## config.mk

```make
export PLATFORM = sky130hd
export DESIGN_NAME = toggle_cost_meter
export DESIGN_NICKNAME = d
export VERILOG_FILES = /design/src/rtl/tcm_pkg.sv /design/src/rtl/tcm_node_cost.sv /design/src/rtl/tcm_scan_cost.sv /design/src/rtl/tcm_accum.sv /design/src/rtl/toggle_cost_meter.sv
export SDC_FILE = /design/constraint.sdc
export NUM_CORES = 1
export LEC_CHECK = 0
export ABC_CLOCK_PERIOD_IN_PS = 5000
export BUFFER_PORTS_ARGS = -buffer_cell sky130_fd_sc_hd__buf_2
export CELL_PAD_IN_SITES_DETAIL_PLACEMENT = 0
export CELL_PAD_IN_SITES_GLOBAL_PLACEMENT = 1
export CORE_MARGIN = 2
export CORE_UTILIZATION = 40
export DETAILED_ROUTE_END_ITERATION = 10
export PLACE_DENSITY_LB_ADDON = 0.05
export SYNTH_ARGS = -nofsm -noshare
export SYNTH_HDL_FRONTEND = slang
export SYNTH_HIERARCHICAL = 1
export SYNTH_SLANG_ARGS = --single-unit
```

## constraint.sdc

```tcl
create_clock -name clk -period 5 [get_ports clk]
set_input_delay 0.25 -clock clk [delete_from_list [all_inputs] [get_ports clk]]
set_output_delay 0.25 -clock clk [all_outputs]
set_load 0.02 [all_outputs]
```

## src/rtl/tcm_pkg.sv

```systemverilog
package tcm_pkg;

  // Width that holds the largest possible figure of one cycle
  function automatic int cost_width(int n_nodes, int ww, int n_cells, int flip_cost);
    int max_cost;
    max_cost = n_nodes * ((1 << ww) - 1) + n_cells * flip_cost;
    return $clog2(max_cost + 1);
  endfunction

endpackage

```

## src/rtl/tcm_node_cost.sv

```systemverilog
module tcm_node_cost #(
  parameter int N_NODES = 8,
  parameter int WW      = 4,
  parameter logic [N_NODES*WW-1:0] NODE_WEIGHTS = '0,
  parameter int COST_W  = 8
) (
  input  logic [N_NODES-1:0] cur_val,
  input  logic [N_NODES-1:0] old_val,
  output logic [COST_W-1:0]  cost
);

  logic [WW-1:0] node_charge [N_NODES];

  // One masked weight for each node
  for (genvar g = 0; g < N_NODES; g++) begin : g_node
    assign node_charge[g] = (cur_val[g] ^ old_val[g]) ? NODE_WEIGHTS[g*WW +: WW] : '0;
  end

  always_comb begin
    cost = '0;
    for (int i = 0; i < N_NODES; i++) begin
      cost = cost + COST_W'(node_charge[i]);
    end
  end

endmodule

```

## src/rtl/tcm_scan_cost.sv

```systemverilog
module tcm_scan_cost #(
  parameter int N_CELLS   = 4,
  parameter int HOLD_COST = 2,
  parameter int FLIP_COST = 6,
  parameter int COST_W    = 8
) (
  input  logic [N_CELLS-1:0] cur_val,
  input  logic [N_CELLS-1:0] old_val,
  output logic [COST_W-1:0]  cost
);

  localparam logic [COST_W-1:0] HOLD_V = COST_W'(HOLD_COST);
  localparam logic [COST_W-1:0] FLIP_V = COST_W'(FLIP_COST);

  logic [COST_W-1:0] cell_charge [N_CELLS];

  for (genvar g = 0; g < N_CELLS; g++) begin : g_cell
    assign cell_charge[g] = (cur_val[g] ^ old_val[g]) ? FLIP_V : HOLD_V;
  end

  always_comb begin
    cost = '0;
    for (int i = 0; i < N_CELLS; i++) begin
      cost = cost + cell_charge[i];
    end
  end

endmodule

```

## src/rtl/tcm_accum.sv

```systemverilog
module tcm_accum #(
  parameter int COST_W = 8,
  parameter int TOT_W  = 32,
  parameter int CNT_W  = 24
) (
  input  logic              clk,
  input  logic              rst_n,
  input  logic              clr,
  input  logic              sample_en,
  input  logic [COST_W-1:0] cost_in,
  output logic [COST_W-1:0] cyc_cost,
  output logic              cyc_valid,
  output logic [TOT_W-1:0]  total_cost,
  output logic [CNT_W-1:0]  cyc_count,
  output logic              ovf
);

  localparam logic [TOT_W-1:0] TOT_MAX = '1;
  localparam logic [CNT_W-1:0] CNT_MAX = '1;

  logic [COST_W-1:0] cost_d;
  logic              valid_d;
  logic [TOT_W-1:0]  total_d;
  logic [CNT_W-1:0]  count_d;
  logic              ovf_d;
  logic [TOT_W:0]    sum_ext;

  assign sum_ext = {1'b0, total_cost} + (TOT_W+1)'(cost_in);

  always_comb begin
    cost_d  = cyc_cost;
    valid_d = 1'b0;
    total_d = total_cost;
    count_d = cyc_count;
    ovf_d   = ovf;
    if (clr) begin
      cost_d  = '0;
      total_d = '0;
      count_d = '0;
      ovf_d   = 1'b0;
    end else if (sample_en) begin
      cost_d  = cost_in;
      valid_d = 1'b1;
      if (sum_ext[TOT_W]) begin
        total_d = TOT_MAX;
        ovf_d   = 1'b1;
      end else begin
        total_d = sum_ext[TOT_W-1:0];
      end
      if (cyc_count == CNT_MAX) begin
        ovf_d = 1'b1;
      end else begin
        count_d = cyc_count + CNT_W'(1);
      end
    end
  end

  always_ff @(posedge clk or negedge rst_n) begin
    if (!rst_n) begin
      cyc_cost   <= '0;
      cyc_valid  <= 1'b0;
      total_cost <= '0;
      cyc_count  <= '0;
      ovf        <= 1'b0;
    end else begin
      cyc_cost   <= cost_d;
      cyc_valid  <= valid_d;
      total_cost <= total_d;
      cyc_count  <= count_d;
      ovf        <= ovf_d;
    end
  end

endmodule

```

## src/rtl/toggle_cost_meter.sv

```systemverilog
module toggle_cost_meter #(
  parameter int N_NODES = 8,
  parameter int WW      = 4,
  parameter logic [N_NODES*WW-1:0] NODE_WEIGHTS = 32'h3124_1321,
  parameter int N_CELLS = 4,
  parameter int SCAN_HOLD_COST = 2,
  parameter int SCAN_FLIP_COST = 6,
  parameter int TOT_W   = 32,
  parameter int CNT_W   = 24,
  parameter int COST_W  = tcm_pkg::cost_width(N_NODES, WW, N_CELLS, SCAN_FLIP_COST)
) (
  input  logic               clk,
  input  logic               rst_n,
  input  logic               clr,
  input  logic               sample_en,
  input  logic [N_NODES-1:0] node_val,
  input  logic [N_CELLS-1:0] scan_val,
  output logic [COST_W-1:0]  cyc_cost,
  output logic               cyc_valid,
  output logic [TOT_W-1:0]   total_cost,
  output logic [CNT_W-1:0]   cyc_count,
  output logic               ovf
);

  logic [N_NODES-1:0] node_old, node_old_d;
  logic [N_CELLS-1:0] scan_old, scan_old_d;
  logic [COST_W-1:0]  node_part;
  logic [COST_W-1:0]  scan_part;
  logic [COST_W-1:0]  step_cost;

  tcm_node_cost #(
    .N_NODES(N_NODES), .WW(WW), .NODE_WEIGHTS(NODE_WEIGHTS), .COST_W(COST_W)
  ) node_cost_i (
    .cur_val(node_val), .old_val(node_old), .cost(node_part)
  );

  tcm_scan_cost #(
    .N_CELLS(N_CELLS), .HOLD_COST(SCAN_HOLD_COST), .FLIP_COST(SCAN_FLIP_COST),
    .COST_W(COST_W)
  ) scan_cost_i (
    .cur_val(scan_val), .old_val(scan_old), .cost(scan_part)
  );

  assign step_cost = node_part + scan_part;

  tcm_accum #(
    .COST_W(COST_W), .TOT_W(TOT_W), .CNT_W(CNT_W)
  ) accum_i (
    .clk(clk), .rst_n(rst_n), .clr(clr), .sample_en(sample_en),
    .cost_in(step_cost), .cyc_cost(cyc_cost), .cyc_valid(cyc_valid),
    .total_cost(total_cost), .cyc_count(cyc_count), .ovf(ovf)
  );

  // Previous-value store: next state
  always_comb begin
    node_old_d = node_old;
    scan_old_d = scan_old;
    if (clr) begin
      node_old_d = '0;
      scan_old_d = '0;
    end else if (sample_en) begin
      node_old_d = node_val;
      scan_old_d = scan_val;
    end
  end

  always_ff @(posedge clk or negedge rst_n) begin
    if (!rst_n) begin
      node_old <= '0;
      scan_old <= '0;
    end else begin
      node_old <= node_old_d;
      scan_old <= scan_old_d;
    end
  end

endmodule

```

==> results.toml <==
[status]
status = "complete, but fails checks"
violations = "setup timing"

[detailed_routing]
firstDrtPassIters = 4
drc = 0
detail-route-antenna-nets = 0
vias = 4275
drtIter0Drc = 208
wl_per_cell_um = 16.1
via_per_inst = 5.28
wirelength_mm = 13.0

[layout]
fill_cells = 1196
syn2layout_area_growth_pct = 27.3
final_area_sq_um = 6330
fin_cells = 810
final_cell_mix = "buf_2, dfrtp_1, nor2_1, buf_4, xor2_1"
final_common_cell = "buf_2"
final_nets = 682
multi_input_comb_area_sq_um = 3020
final_util = 0.525
diodes = 0
seqCellArea_sq_um = 1950
drive_gt1_frac = 0.301

[critical_path]
slowest_delay_ns = 0.56
cp_slowest_cell = "fa_2"
cp.arrival_ns = 5.31
critPathCaptureType = "flop"
crit_required_ns = 5.23
cp_max_fo = 6
crit_type = "reg -> reg"
startpoint_type = "flop"
critPathTopFamily = "adder cells"
critPathBufInv = 3
cp_cell_sequence = "xor2_2 -> fa_1 -> inv_2 -> fa_1 -> inv_2 -> ha_4 -> fa_2 -> ha_4 -> o211ai_1 -> o21ai_1 -> xor2_1 -> ha_1 -> o211ai_1 -> o211ai_2 -> nand3_2 -> or3_4 -> buf_6 -> a311oi_2"

[die]
coreArea_sq_um = 12100
io_pins = 82
dieArea_sq_um = 13300
start_util = 0.412
rows = 40
die_w_um = 115
dieHeight_um = 115

[grt]
first_global_vias = 4190
grt_util_met2 = 0.311
grt_pass1_wl_mm = 21.0
grtUsageMet3 = 0.0319
grt_max_degree = 79
track_usage = 0.200
use_met1 = 0.282
grt-ovfl-total = 0
antenna_found_initial = 1
busiest_layer = "met2"

[power]
comb_power_share = 0.568
p_sw_mw = 1.24
switching_share = 0.385
internal_power_mw = 1.98
cellLeakagePower_nw = 3.02
ir_drop_uv = 466
p_seq_frac = 0.230
report.power.total_mw = 3.23
p_per_area_nw_per_um2 = 510
pwr-share-clk = 0.203

[synthesis]
synth_async_sr_flop_share = 1.00
synth-seq-cells = 78
synthAdderAreaFrac = 0.0851
synth_xor_area_frac = 0.0810
synth_edf_count = 0
netlist_area_sq_um = 4970
ys_warn_count = 6
synthCells = 516
synth_mux_area_frac = 0.0423
synth_cell_type_count = 63
synth_compound_area_frac = 0.131
synth_top_family_by_area = "simple AND/OR/NAND/NOR gates"
yosys.area_share.simple = 0.223
ys.flop_type = "dfrtp_1"
yosys.area.top_type = "dfrtp_1"
yosysSeqAreaShare = 0.393
synth_top_area_frac = 0.393
yosys-top-cells-area = "dfrtp_1, xor2_1, nor2_1"
syn_avg_cell_area_sq_um = 9.63

[sta]
slew_headroom = 0.306
tightest_slew_ns = 1.04
finalSetupTns_ns = -0.0922
slew_violations = 0
setup_viol = 3
whs_ns = 0.0925
clock.fmax_ghz = 0.197
period_share = 1.02
final.min_clock_period_ns = 5.08
hold_viol_final = 0
finClkSkew_ns = 0.00550
rsz0062_at_grt = "yes"
fin_ws_ns = -0.0784

[place]
place_congestion = 0.811
placedInstanceArea_sq_um = 5790
port_buffers = 81
dp_hpwl_mm = 8.86
placedCellCount = 786
post-place-ws_ns = -0.349

[clocking]
cts_tree = "yes"
cts.reportedPaths.clkPinSlew_ns = 0.06
htree_levels = 3
cts_max_path_buffers = 2
clock_latency_ns = 0.34
cts_inserted_buffers = 9
cts.sinks = 78
cts-root-buf = "clkbuf_16"

[run]
drv_cap = 0

[worst_hold_path]
hold_path_class = "in -> async"
==> power groups by stage <==
stage / registers, mW / logic, mW / clock network, mW
4_1_cts: 0.742 / 1.70 / 0.670
3_5_place_dp: 0.753 / 1.60 / 0
3_3_place_gp: 0.754 / 1.57 / 0
6_report: 0.742 / 1.83 / 0.654
2_1_floorplan: 0.803 / 0.903 / 0
5_1_grt: 0.750 / 2.01 / 0.693
==> cell type report <==
type / count / share of cell area
repair buffers: 130 / 0.124
clock inverters: 4 / 0.00751
flip-flops and latches: 78 / 0.308
inverters: 21 / 0.0125
well taps: 168 / 0.0332
clock buffers: 12 / 0.0374
multi-input cells: 397 / 0.477
==> metal layers <==
metal | vias up | wire length, um
met5 | - | 16
met4 | 2 | 235
met3 | 19 | 471
met2 | 80 | 5960
met1 | 2076 | 6320
li1 | 2098 | -
==> registers in the layout (all words and copies together), names as in the netlist <==
| signal | flops |
|---|---|
| node_old | 8 |
| accum_i/cyc_cost | 8 |
| accum_i/ovf | 1 |
| accum_i/total_cost | 32 |
| scan_old | 4 |
| accum_i/cyc_valid | 1 |
| accum_i/cyc_count | 24 |
==> worst paths after layout <==
path	start	end	slack, ns	cells after the start
hold reg to reg	accum_i/cyc_cost[7]	accum_i/cyc_cost[7]	0.51	2
setup reg to reg	node_old[7]	accum_i/total_cost[5]	-0.08	18
max in group asynchronous	rst_n	scan_old[3]	4.24	1
setup / recovery	node_old[7]	accum_i/total_cost[5]	-0.08	18
hold / removal	rst_n	accum_i/total_cost[13]	0.09	1
min in group clk	node_val[4]	node_old[4]	0.18	3
==> synth_stat cells, drive strengths merged, types with 8 or more instances <==
| master | count |
|---|---|
| nand4 | 19 |
| a211oi | 13 |
| nand2 | 23 |
| ha | 21 |
| and3 | 13 |
| a21oi | 23 |
| a311oi | 9 |
| dfrtp | 78 |
| buf | 15 |
| inv | 21 |
| nand3 | 16 |
| xnor2 | 12 |
| fa | 8 |
| xor2 | 34 |
| mux2i | 21 |
| o21ai | 8 |
| nor2 | 73 |
| and4 | 12 |
| nor3 | 12 |
| clkbuf | 11 |
==> worst register-to-register path, cell delays in order (launching register included) <==
cell and delay, ns:
dfrtp_1 0.41, xor2_2 0.20, fa_1 0.52, inv_2 0.04, fa_1 0.51, inv_2 0.05
ha_4 0.16, fa_2 0.56, ha_4 0.20, o211ai_1 0.23, o21ai_1 0.13, xor2_1 0.18
ha_1 0.34, o211ai_1 0.14, o211ai_2 0.24, nand3_2 0.13, or3_4 0.46, buf_6 0.16
a311oi_2 0.30
==> what timing repair did <==
item / in CTS / in global routing
endpoints found under the setup margin: 32 / 32
pin swaps: 14 / 29
gates resized for setup: 21 / 23
hold buffers: 0 / 0
gates cloned: 1 / 0
buffers inserted: 4 / 4
==> cell families after synthesis <==
family | Yosys count
simple gates | 201
compound gates | 92
flops | 78
buf+inv | 47
xor+xnor | 46
fa+ha+maj | 29
mux | 21
other cells | 2
No activity file was read; power rests on OpenSTA's default activity.
